## config.mk

```make
export PLATFORM = sky130hd
export DESIGN_NAME = ring_frame_classifier
export DESIGN_NICKNAME = d
export VERILOG_FILES = /design/src/rtl/rfc_pkg.sv /design/src/rtl/rfc_offset_track.sv /design/src/rtl/rfc_type_match.sv /design/src/rtl/rfc_verdict.sv /design/src/rtl/ring_frame_classifier.sv
export SDC_FILE = /design/constraint.sdc
export NUM_CORES = 1
export LEC_CHECK = 0
export BUFFER_PORTS_ARGS = -buffer_cell sky130_fd_sc_hd__buf_4
export CORE_MARGIN = 2
export CORE_UTILIZATION = 57
export CTS_CLUSTER_SIZE = 12
export DETAILED_ROUTE_END_ITERATION = 10
export PLACE_DENSITY = 0.83
export SYNTH_ARGS = -nofsm -noshare
export SYNTH_HDL_FRONTEND = slang
export SYNTH_SLANG_ARGS = --single-unit
```

## constraint.sdc

```tcl
create_clock -name clk -period 4.7 [get_ports clk]
set_clock_uncertainty 0.2 [all_clocks]
set_input_delay 1.41 -clock clk [delete_from_list [all_inputs] [get_ports clk]]
set_output_delay 1.41 -clock clk [all_outputs]
set_load 0.02 [all_outputs]
```

## src/rtl/rfc_pkg.sv

```systemverilog
package rfc_pkg;
  localparam logic [15:0] RING_TYPE  = 16'h80E1;
  localparam logic [15:0] CTAG_TYPE  = 16'h8100;
  localparam logic [15:0] STAG_TYPE  = 16'h88A8;
  localparam int          HDR_OFF    = 12;
  localparam int          TAG_LEN    = 4;

  function automatic logic is_vlan_tag(input logic [15:0] w);
    return (w == CTAG_TYPE) || (w == STAG_TYPE);
  endfunction

  typedef struct packed {
    logic decide;
    logic ring;
  } verdict_t;
endpackage

```

## src/rtl/rfc_offset_track.sv

```systemverilog
module rfc_offset_track #(
  parameter int OFF_W = 6
) (
  input  logic             clk,
  input  logic             rst_n,
  input  logic             rx_sof,
  input  logic             rx_vld,
  input  logic             stop_i,
  output logic [OFF_W-1:0] cur_off,
  output logic             active
);
  localparam logic [OFF_W-1:0] OFF_MAX = '1;

  logic [OFF_W-1:0] off_q, off_d;
  logic             act_q, act_d;

  // the start byte is offset 0 and opens a frame
  always_comb begin
    cur_off = rx_sof ? '0 : off_q;
    active  = rx_sof | act_q;
  end

  always_comb begin
    off_d = off_q;
    act_d = act_q;
    if (rx_vld) begin
      off_d = (cur_off == OFF_MAX) ? OFF_MAX : cur_off + 1'b1;
      if (rx_sof) act_d = 1'b1;
      if (stop_i) act_d = 1'b0;
    end
  end

  always_ff @(posedge clk or negedge rst_n) begin
    if (!rst_n) begin
      off_q <= '0;
      act_q <= 1'b0;
    end else begin
      off_q <= off_d;
      act_q <= act_d;
    end
  end
endmodule

```

## src/rtl/rfc_type_match.sv

```systemverilog
module rfc_type_match
  import rfc_pkg::*;
#(
  parameter int MAX_TAGS = 2,
  parameter int OFF_W    = 6
) (
  input  logic             clk,
  input  logic             rst_n,
  input  logic             rx_sof,
  input  logic             rx_vld,
  input  logic             rx_end,
  input  logic             active,
  input  logic [OFF_W-1:0] cur_off,
  input  logic [7:0]       rx_byte,
  output verdict_t         verdict
);
  localparam int TAG_W = $clog2(MAX_TAGS + 2);

  logic [TAG_W-1:0] tags_q, tags_d;
  logic [7:0]       hi_q, hi_d;
  logic [OFF_W-1:0] type_pos;
  logic [15:0]      word;
  logic             acc;

  always_comb begin
    type_pos = OFF_W'(HDR_OFF + TAG_LEN * int'(tags_q));
    acc      = rx_vld & active;
    word     = {hi_q, rx_byte};
  end

  // the decision is taken on the low byte of the type word, or on an early end
  always_comb begin
    tags_d  = tags_q;
    hi_d    = hi_q;
    verdict = '0;
    if (acc && cur_off == type_pos) begin
      hi_d = rx_byte;
      if (rx_end) verdict.decide = 1'b1;
    end else if (acc && cur_off == type_pos + 1'b1) begin
      if (word == RING_TYPE) begin
        verdict.decide = 1'b1;
        verdict.ring   = 1'b1;
      end else if (is_vlan_tag(word) && int'(tags_q) < MAX_TAGS && !rx_end) begin
        tags_d = tags_q + 1'b1;
      end else begin
        verdict.decide = 1'b1;
      end
    end else if (acc && rx_end) begin
      verdict.decide = 1'b1;
    end
    if (rx_sof && rx_vld) tags_d = '0;
  end

  always_ff @(posedge clk or negedge rst_n) begin
    if (!rst_n) begin
      tags_q <= '0;
      hi_q   <= '0;
    end else begin
      tags_q <= tags_d;
      hi_q   <= hi_d;
    end
  end
endmodule

```

## src/rtl/rfc_verdict.sv

```systemverilog
module rfc_verdict
  import rfc_pkg::*;
#(
  parameter int NUM_PORTS = 3,
  parameter int HOST_PORT = 0,
  parameter int PRIO_W    = 3,
  parameter int CHAN_W    = 2,
  parameter int RING_CHAN = 1,
  parameter int NORM_CHAN = 0
) (
  input  logic                 clk,
  input  logic                 rst_n,
  input  logic                 start_acc,
  input  verdict_t             verdict,
  input  logic                 ring_en,
  input  logic [NUM_PORTS-1:0] egress_mask,
  input  logic [PRIO_W-1:0]    prio_in,
  output logic                 res_vld,
  output logic                 ring_hit,
  output logic [PRIO_W-1:0]    q_prio,
  output logic [CHAN_W-1:0]    chan_sel
);
  logic                 vld_q, vld_d;
  logic                 hit_q, hit_d;
  logic [PRIO_W-1:0]    prio_q, prio_d;
  logic [NUM_PORTS-1:0] mask_q, mask_d;
  logic                 host_egress;

  generate
    if (HOST_PORT >= 0 && HOST_PORT < NUM_PORTS) begin : g_host
      assign host_egress = mask_q[HOST_PORT];
    end else begin : g_nohost
      assign host_egress = 1'b0;
    end
  endgenerate

  always_comb begin
    vld_d  = vld_q;
    hit_d  = hit_q;
    prio_d = prio_q;
    mask_d = mask_q;
    if (start_acc) begin
      vld_d  = 1'b0;
      hit_d  = 1'b0;
      prio_d = prio_in;
      mask_d = egress_mask;
    end
    if (verdict.decide) begin
      vld_d = 1'b1;
      hit_d = verdict.ring & ring_en;
    end
  end

  always_ff @(posedge clk or negedge rst_n) begin
    if (!rst_n) begin
      vld_q  <= 1'b0;
      hit_q  <= 1'b0;
      prio_q <= '0;
      mask_q <= '0;
    end else begin
      vld_q  <= vld_d;
      hit_q  <= hit_d;
      prio_q <= prio_d;
      mask_q <= mask_d;
    end
  end

  always_comb begin
    res_vld  = vld_q;
    ring_hit = hit_q;
    q_prio   = hit_q ? {PRIO_W{1'b1}} : prio_q;
    chan_sel = (hit_q && host_egress) ? CHAN_W'(RING_CHAN) : CHAN_W'(NORM_CHAN);
  end
endmodule

```

## src/rtl/ring_frame_classifier.sv

```systemverilog
module ring_frame_classifier
  import rfc_pkg::*;
#(
  parameter int NUM_PORTS = 3,
  parameter int HOST_PORT = 0,
  parameter int PRIO_W    = 3,
  parameter int CHAN_W    = 2,
  parameter int RING_CHAN = 1,
  parameter int NORM_CHAN = 0,
  parameter int MAX_TAGS  = 2
) (
  input  logic                 clk,
  input  logic                 rst_n,
  input  logic                 rx_sof,
  input  logic                 rx_vld,
  input  logic                 rx_end,
  input  logic [7:0]           rx_byte,
  input  logic                 ring_en,
  input  logic [NUM_PORTS-1:0] egress_mask,
  input  logic [PRIO_W-1:0]    prio_in,
  output logic                 res_vld,
  output logic                 ring_hit,
  output logic [PRIO_W-1:0]    q_prio,
  output logic [CHAN_W-1:0]    chan_sel
);
  localparam int LAST_OFF = HDR_OFF + TAG_LEN * MAX_TAGS + 1;
  localparam int OFF_W    = $clog2(LAST_OFF + 1) + 1;

  logic [OFF_W-1:0] cur_off;
  logic             active;
  verdict_t         verdict;
  logic             start_acc;

  assign start_acc = rx_sof & rx_vld;

  rfc_offset_track #(.OFF_W(OFF_W)) u_off (
    .clk     (clk),
    .rst_n   (rst_n),
    .rx_sof  (rx_sof),
    .rx_vld  (rx_vld),
    .stop_i  (verdict.decide),
    .cur_off (cur_off),
    .active  (active)
  );

  rfc_type_match #(.MAX_TAGS(MAX_TAGS), .OFF_W(OFF_W)) u_match (
    .clk     (clk),
    .rst_n   (rst_n),
    .rx_sof  (rx_sof),
    .rx_vld  (rx_vld),
    .rx_end  (rx_end),
    .active  (active),
    .cur_off (cur_off),
    .rx_byte (rx_byte),
    .verdict (verdict)
  );

  rfc_verdict #(
    .NUM_PORTS (NUM_PORTS),
    .HOST_PORT (HOST_PORT),
    .PRIO_W    (PRIO_W),
    .CHAN_W    (CHAN_W),
    .RING_CHAN (RING_CHAN),
    .NORM_CHAN (NORM_CHAN)
  ) u_verdict (
    .clk         (clk),
    .rst_n       (rst_n),
    .start_acc   (start_acc),
    .verdict     (verdict),
    .ring_en     (ring_en),
    .egress_mask (egress_mask),
    .prio_in     (prio_in),
    .res_vld     (res_vld),
    .ring_hit    (ring_hit),
    .q_prio      (q_prio),
    .chan_sel    (chan_sel)
  );
endmodule

```

==> impl_metrics.toml, run 1 <==
[die]
die-area_um2 = 2600
num_rows = 16
io_pins = 27
floorplan.initialDensity_pct = 62.1
die_y_um = 50.9
core_area_um2 = 2020
fp.dieW_um = 50.9

[route]
drt_first_pass_iters = 4
wl_per_cell_um = 13.3
totalWireLength_um = 2260
vias_per_cell = 5.83
ant_nets = 0
vias = 991
initialDrtViolationCount = 9
drc = 0

[logic_synthesis]
synth-edff-count = 0
syn_inst = 119
avgSynthCellArea_um2 = 10.6
synth_top_area_share_pct = 45.8
synth_seq_cells = 23
ys_warn_count = 0
synth_area_leaders = "dfrtp_1 (46%), mux2_2 (11%), ha_1 (4.0%)"
synthTopCellsByCount = "dfrtp_1 (23), mux2_2 (12), a21oi_1 (9)"
syn_area_um2 = 1260
synth.largest_area_cell = "dfrtp_1"
synth.distinct_cells = 42
async_reset_ff_share_pct = 100
synth.most_common_cell = "dfrtp_1"
syn-num-nets = 143
synth-main-ff-cell = "dfrtp_1"
seq_area_frac_synth_pct = 45.8

[setup_path]
path_cells = "buf_4 > nand2b_1 > inv_1 > ha_1 > and3_1 > a31oi_1 > o21ai_0 > a22o_1"
cp_top_family = "compound AO/OA/AOI/OAI gates"
crit_fanout = 14
critPathKind = "in -> reg"
cp_slowest_stage_delay_ps = 390
arrival_ps = 3040
cp-start-kind = "input pin"
cp.required_ps = 4700
crit_path_top_delay_cell = "a31oi_1"
critPathCaptureType = "register"
critPathBufInv = 2

[timing]
slew_violations = 0
max_freq_mhz = 329
rsz0062_at_grt = "false"
tns_ps = 0
setup_viol = 0
period_needed_ps = 3040
finalHoldViolCount = 0
post-route-period-util_pct = 64.6

[clock_tree]
htreeDepth = 1
clock_latency_ps = 310
clkSlewWorstSetupHoldPaths_ps = 130
cts_buffers = 3
cts_resized = 0
cts_tree = "done"
ctsHoldBuffers = 0
cts_setup_buffers = 0
clockBufferDepth = 2
clockRootBuffer = "clkbuf_4"
cts_sinks = 23

[power_and_ir_drop]
fin_total_pwr_mw = 0.407
p_leak_nw = 0.689
power.density_nw_per_um2 = 276
ir_drop_mv = 0.204

[layout]
drive_gt1_share_pct = 34.3
nets = 168
diodes = 0
syn2layout_area_growth_pct = 17.1
design_area_um2 = 1470

[global_routing]
overflow = 0
grt_pass1_wl_um = 4020
grt_pass1_vias = 944
antenna_found_initial = 0
track_usage_pct = 19.9
grt_max_degree = 24

[run]
drv_cap = 0

[place]
port_buffers = 23
dpl.hpwl_um = 1710
placed_area_um2 = 1440
place.gp.congestion = 0.741

[status]
status = "finished clean"

[worst_hold_path]
hold_path_class = "reg -> reg"
==> cells by family (layout without fill, tap and decap cells) <==
family / after synthesis / in the layout / synth area share [%]
simple gates: 40 / 40 / 18.8
buf+inv: 10 / 34 / 3.59
compound gates: 27 / 27 / 15.2
fa+ha+maj: 4 / 4 / 3.98
xor+xnor: 1 / 1 / 0.697
mux: 13 / 13 / 11.6
flops: 23 / 23 / 45.8
other cells: 1 / 1 / 0.299
==> registers in the layout, indices dropped and copies added, names as in the netlist <==
signal / count
u_match.hi_q: 8
u_off.off_q: 6
u_verdict.prio_q: 3
u_match.tags_q: 2
u_off.act_q: 1
u_verdict.mask_q: 1
u_verdict.res_vld: 1
u_verdict.ring_hit: 1
==> worst register-to-register path, stage by stage (launching register included) <==
cell and delay [ps]:
dfrtp_1 430, inv_1 90, ha_1 180, nor3b_1 190, a221oi_1 100, a2111oi_4 360, nand2_2 220, a22oi_1 340
o22ai_1 130
==> cell type report <==
type / count / area, µm²
multi-input combinational: 86 / 636
sequential: 23 / 576
fill: 152 / 551
timing repair buffer: 23 / 173
tap: 27 / 33.8
inverter: 7 / 26.3
clock buffer: 3 / 22.5
clock inverter: 1 / 5.00
==> worst paths after layout <==
check,startpoint,to,slack (ps),cells past startpoint
min in group asynchronous,rst_n,u_off.off_q[4],760,1
setup reg to reg,u_match.tags_q[0],u_verdict.ring_hit,2360,8
hold / removal,u_verdict.res_vld,u_verdict.res_vld,300,1
hold reg to reg,u_verdict.res_vld,u_verdict.res_vld,300,1
setup / recovery,rx_sof,u_off.off_q[3],1660,8
max in group asynchronous,rst_n,u_off.off_q[1],3300,1
==> power breakdown <==
group	total (mW)	internal [mW]	switching, mW
Sequential	0.232	0.218	0.0143
Clock	0.0908	0.0318	0.0590
Combinational	0.0837	0.0438	0.0399
==> stage by stage <==
stage / hold WS, ps / cells / worst slack [ps] / util, %
floorplan: 270 / 119 / 1590 / -
global placement: 263 / 166 / 1390 / 71.4
detailed placement: 267 / 166 / 1370 / 71.4
CTS: 297 / 170 / 1710 / 72.8
global route: 339 / 170 / 1550 / 72.8
finish: 298 / 170 / 1660 / 72.8
==> metal layers <==
layer	part of all wire, %	track usage [%]	wire length [µm]	vias to the layer above
met1	44	24.9	994	477
met5	0	0	0	-
met4	0	5.41	0	0
met2	50	35.9	1140	40
met3	5.8	2.63	131	0
li1	-	-	-	474
==> layout by cell type (no fill, tap or decap), types with 4 or more instances in the layout <==
cell type / instances
buf_4: 23
dfrtp_1: 23
mux2_2: 12
a21oi_1: 9
inv_1: 7
nand2_1: 7
nor2b_1: 4
or2_2: 4
nor2_1: 4
o21ai_0: 4
ha_1: 4
(Power assumes the default switching activity.)
==> run 2, diff against run 1 <==
Settings changed: ABC_AREA set to 1, CORE_UTILIZATION 57 to 54, PLACE_DENSITY 0.83 to 0.78.
Clock period 4.7 ns to 3.05 ns, I/O delays scaled along.
==> run 2 against run 1 <==
Against the previous run:
- clock-buffer cell count stayed put
- power is 83% higher
- global-route usage is 0.13 points higher
- sequential share of layout area is 3.6 points lower
- sequential power is 69% higher
- worst hold slack worse by 37 ps
- design area is 10% higher
- flip-flop and latch count stayed put
- non-clock buffer count stayed put
- wire length is 17% higher
- first-iteration DRC count grew to 2.8 times the previous value
- largest cell class unchanged
==> impl_metrics.toml, run 2 <==
[die]
io_pins = 27
floorplan.initialDensity_pct = 56.5
core_area_um2 = 2480
fp.dieW_um = 54.9
num_rows = 18
die_y_um = 54.9
die-area_um2 = 3020

[place]
port_buffers = 23
place.gp.congestion = 0.821
dpl.hpwl_um = 2110

[power_and_ir_drop]
power.density_nw_per_um2 = 459
p_seq_share_pct = 52.6
p_leak_nw = 0.871
power.switching_mw = 0.249
intPower_mw = 0.494
swShare_pct = 33.5
ir_drop_mv = 0.395
comb_power_share_pct = 28.2
clockPowerShare_pct = 19.3

[timing]
tns_ps = 0
max_freq_mhz = 428
period_needed_ps = 2330
whs_ps = 261
setup_viol = 0
rsz0062_at_grt = "false"
post-route-period-util_pct = 76.5
slew_violations = 0
finalHoldViolCount = 0

[logic_synthesis]
synthTopCellsByCount = "nand2_1 (39), inv_1 (27), dfrtp_1 (23)"
synth_seq_cells = 23
synth_top_area_share_pct = 41.1
async_reset_ff_share_pct = 100
synth-main-ff-cell = "dfrtp_1"
seq_area_frac_synth_pct = 41.1
synth.largest_area_cell = "dfrtp_1"
synth.distinct_cells = 29
ys_warn_count = 0
synth-edff-count = 0
syn_inst = 178
syn-num-nets = 202
synth.most_common_cell = "nand2_1"
syn_area_um2 = 1400
avgSynthCellArea_um2 = 7.87
synth_area_leaders = "dfrtp_1 (41%), nand2_1 (10%), inv_1 (7.2%)"

[layout]
post-route-util_pct = 65.4
diodes = 0
largest_reg_flops = 8
final_cell_mix = "nand2_1 (39), inv_1 (27), buf_4 (23), dfrtp_1 (23), nor2_1 (20)"
syn2layout_area_growth_pct = 15.6
nets = 228
regArea_um2 = 576
largest-register = "u_match.hi_q"
final.fill_count = 229
multiInputGateArea_um2 = 698
layout_commonest_cell = "nand2_1"
drive_gt1_share_pct = 28.6
top_regs = "u_match.hi_q x8, u_off.off_q x6, u_verdict.prio_q x3"

[route]
ant_nets = 0
vias_per_cell = 4.97
wl_per_cell_um = 11.4
initialDrtViolationCount = 25
drc = 0
totalWireLength_um = 2650
drt_first_pass_iters = 4
vias = 1157

[setup_path]
critPathCaptureType = "output pin"
crit_path_top_delay_cell = "dfrtp_1"
cp-start-kind = "register"
cp.required_ps = 1930
cp_slowest_stage_delay_ps = 440
crit_fanout = 5
path_cells = "or2_2 > buf_4"
critPathKind = "reg -> out"
arrival_ps = 1220

[worst_hold_path]
hold_path_class = "in -> async"

[status]
status = "finished clean"

[clock_tree]
cts_setup_buffers = 0
cts_resized = 0
cts_buffers = 3
htreeDepth = 1
clock_latency_ps = 320
cts_sinks = 23
cts_tree = "done"
clockRootBuffer = "clkbuf_4"
ctsHoldBuffers = 0
clkSlewWorstSetupHoldPaths_ps = 140
clockBufferDepth = 2

[global_routing]
track_usage_pct = 20.1
antenna_found_initial = 0
grt_max_degree = 24
grt_pass1_vias = 1069
overflow = 0
grt_pass1_wl_um = 4350

[run]
drv_cap = 0
## run 2: cell types whose count changed after synthesis, moves of 3 or more
cell     before  now
mux2_2       12    0
nand4_1       0    4
nor2b_1       4    0
o21ai_2       0    6
nand3_1       2    6
and3_1        3    0
a21oi_1       9    4
nand2_2       1   10
nand2_1       7   39
nor2_1        4   20
inv_1         7   27
## run 2: area by class of cell
class                      count  share of cell area [%]
multi-input combinational    125                    43.1
sequential                    23                    35.5
timing repair buffer          23                    10.7
inverter                      28                    6.65
tap                           30                    2.32
clock buffer                   3                    1.39
clock inverter                 1                   0.309
## run 2: worst max-delay path: cells and delay by family (launching register included)
kind / cells / cell delay, ps
AND/OR/NAND/NOR: 1 / 300
flip-flops: 1 / 440
buffers and inverters: 1 / 160
## run 2: logic make-up (layout without fill, tap and decap cells)
kind of cell	after synthesis	count (layout)	synth area share [%]
simple gates	97	97	34.8
buf+inv	30	55	9.03
flops	23	23	41.1
compound gates	22	22	10.6
fa+ha+maj	4	4	3.57
other cells	1	1	0.268
xor+xnor	1	1	0.626
## run 2: final timing paths
check | startpoint | slack (ps) | to | cells after the start
min in group clk | u_verdict.prio_q[2] | 290 | u_verdict.prio_q[2] | 2
max in group asynchronous | rst_n | 2160 | u_off.off_q[0] | 1
worst max-delay path | u_verdict.ring_hit | 720 | q_prio[1] | 2
worst min-delay path | rst_n | 260 | u_verdict.ring_hit | 1
worst min register to register | u_verdict.prio_q[2] | 290 | u_verdict.prio_q[2] | 2
worst max register to register | u_match.tags_q[0] | 1040 | u_verdict.ring_hit | 9
## run 2: stage by stage
stage	worst slack (ps)	std cells	area (µm²)	power (mW)
2_1_floorplan	902	178	1400	0.538
3_3_place_gp	536	229	1590	0.597
3_5_place_dp	521	229	1590	0.609
4_1_cts	705	233	1620	0.752
5_1_grt	670	233	1620	0.795
6_report	716	233	1620	0.743
## run 2: routing by layer
layer / up-vias / part of all wire (%) / routed length [µm] / global-route usage (%)
li1: 609 / - / - / -
met1: 528 / 48 / 1270 / 26.2
met2: 18 / 48 / 1270 / 34.1
met3: 2 / 3.5 / 93 / 2.42
met4: 0 / 0.57 / 15 / 7.32
met5: - / 0 / 0 / 0
## run 2: power by group through the flow
| stage | Clock (mW) | Combinational, mW | Sequential (mW) |
|---|---|---|---|
| finish | 0.143 | 0.209 | 0.391 |
| global route | 0.160 | 0.238 | 0.397 |
| floorplan | 0 | 0.147 | 0.392 |
| detailed placement | 0 | 0.211 | 0.398 |
| CTS | 0.148 | 0.212 | 0.391 |
| global placement | 0 | 0.203 | 0.394 |
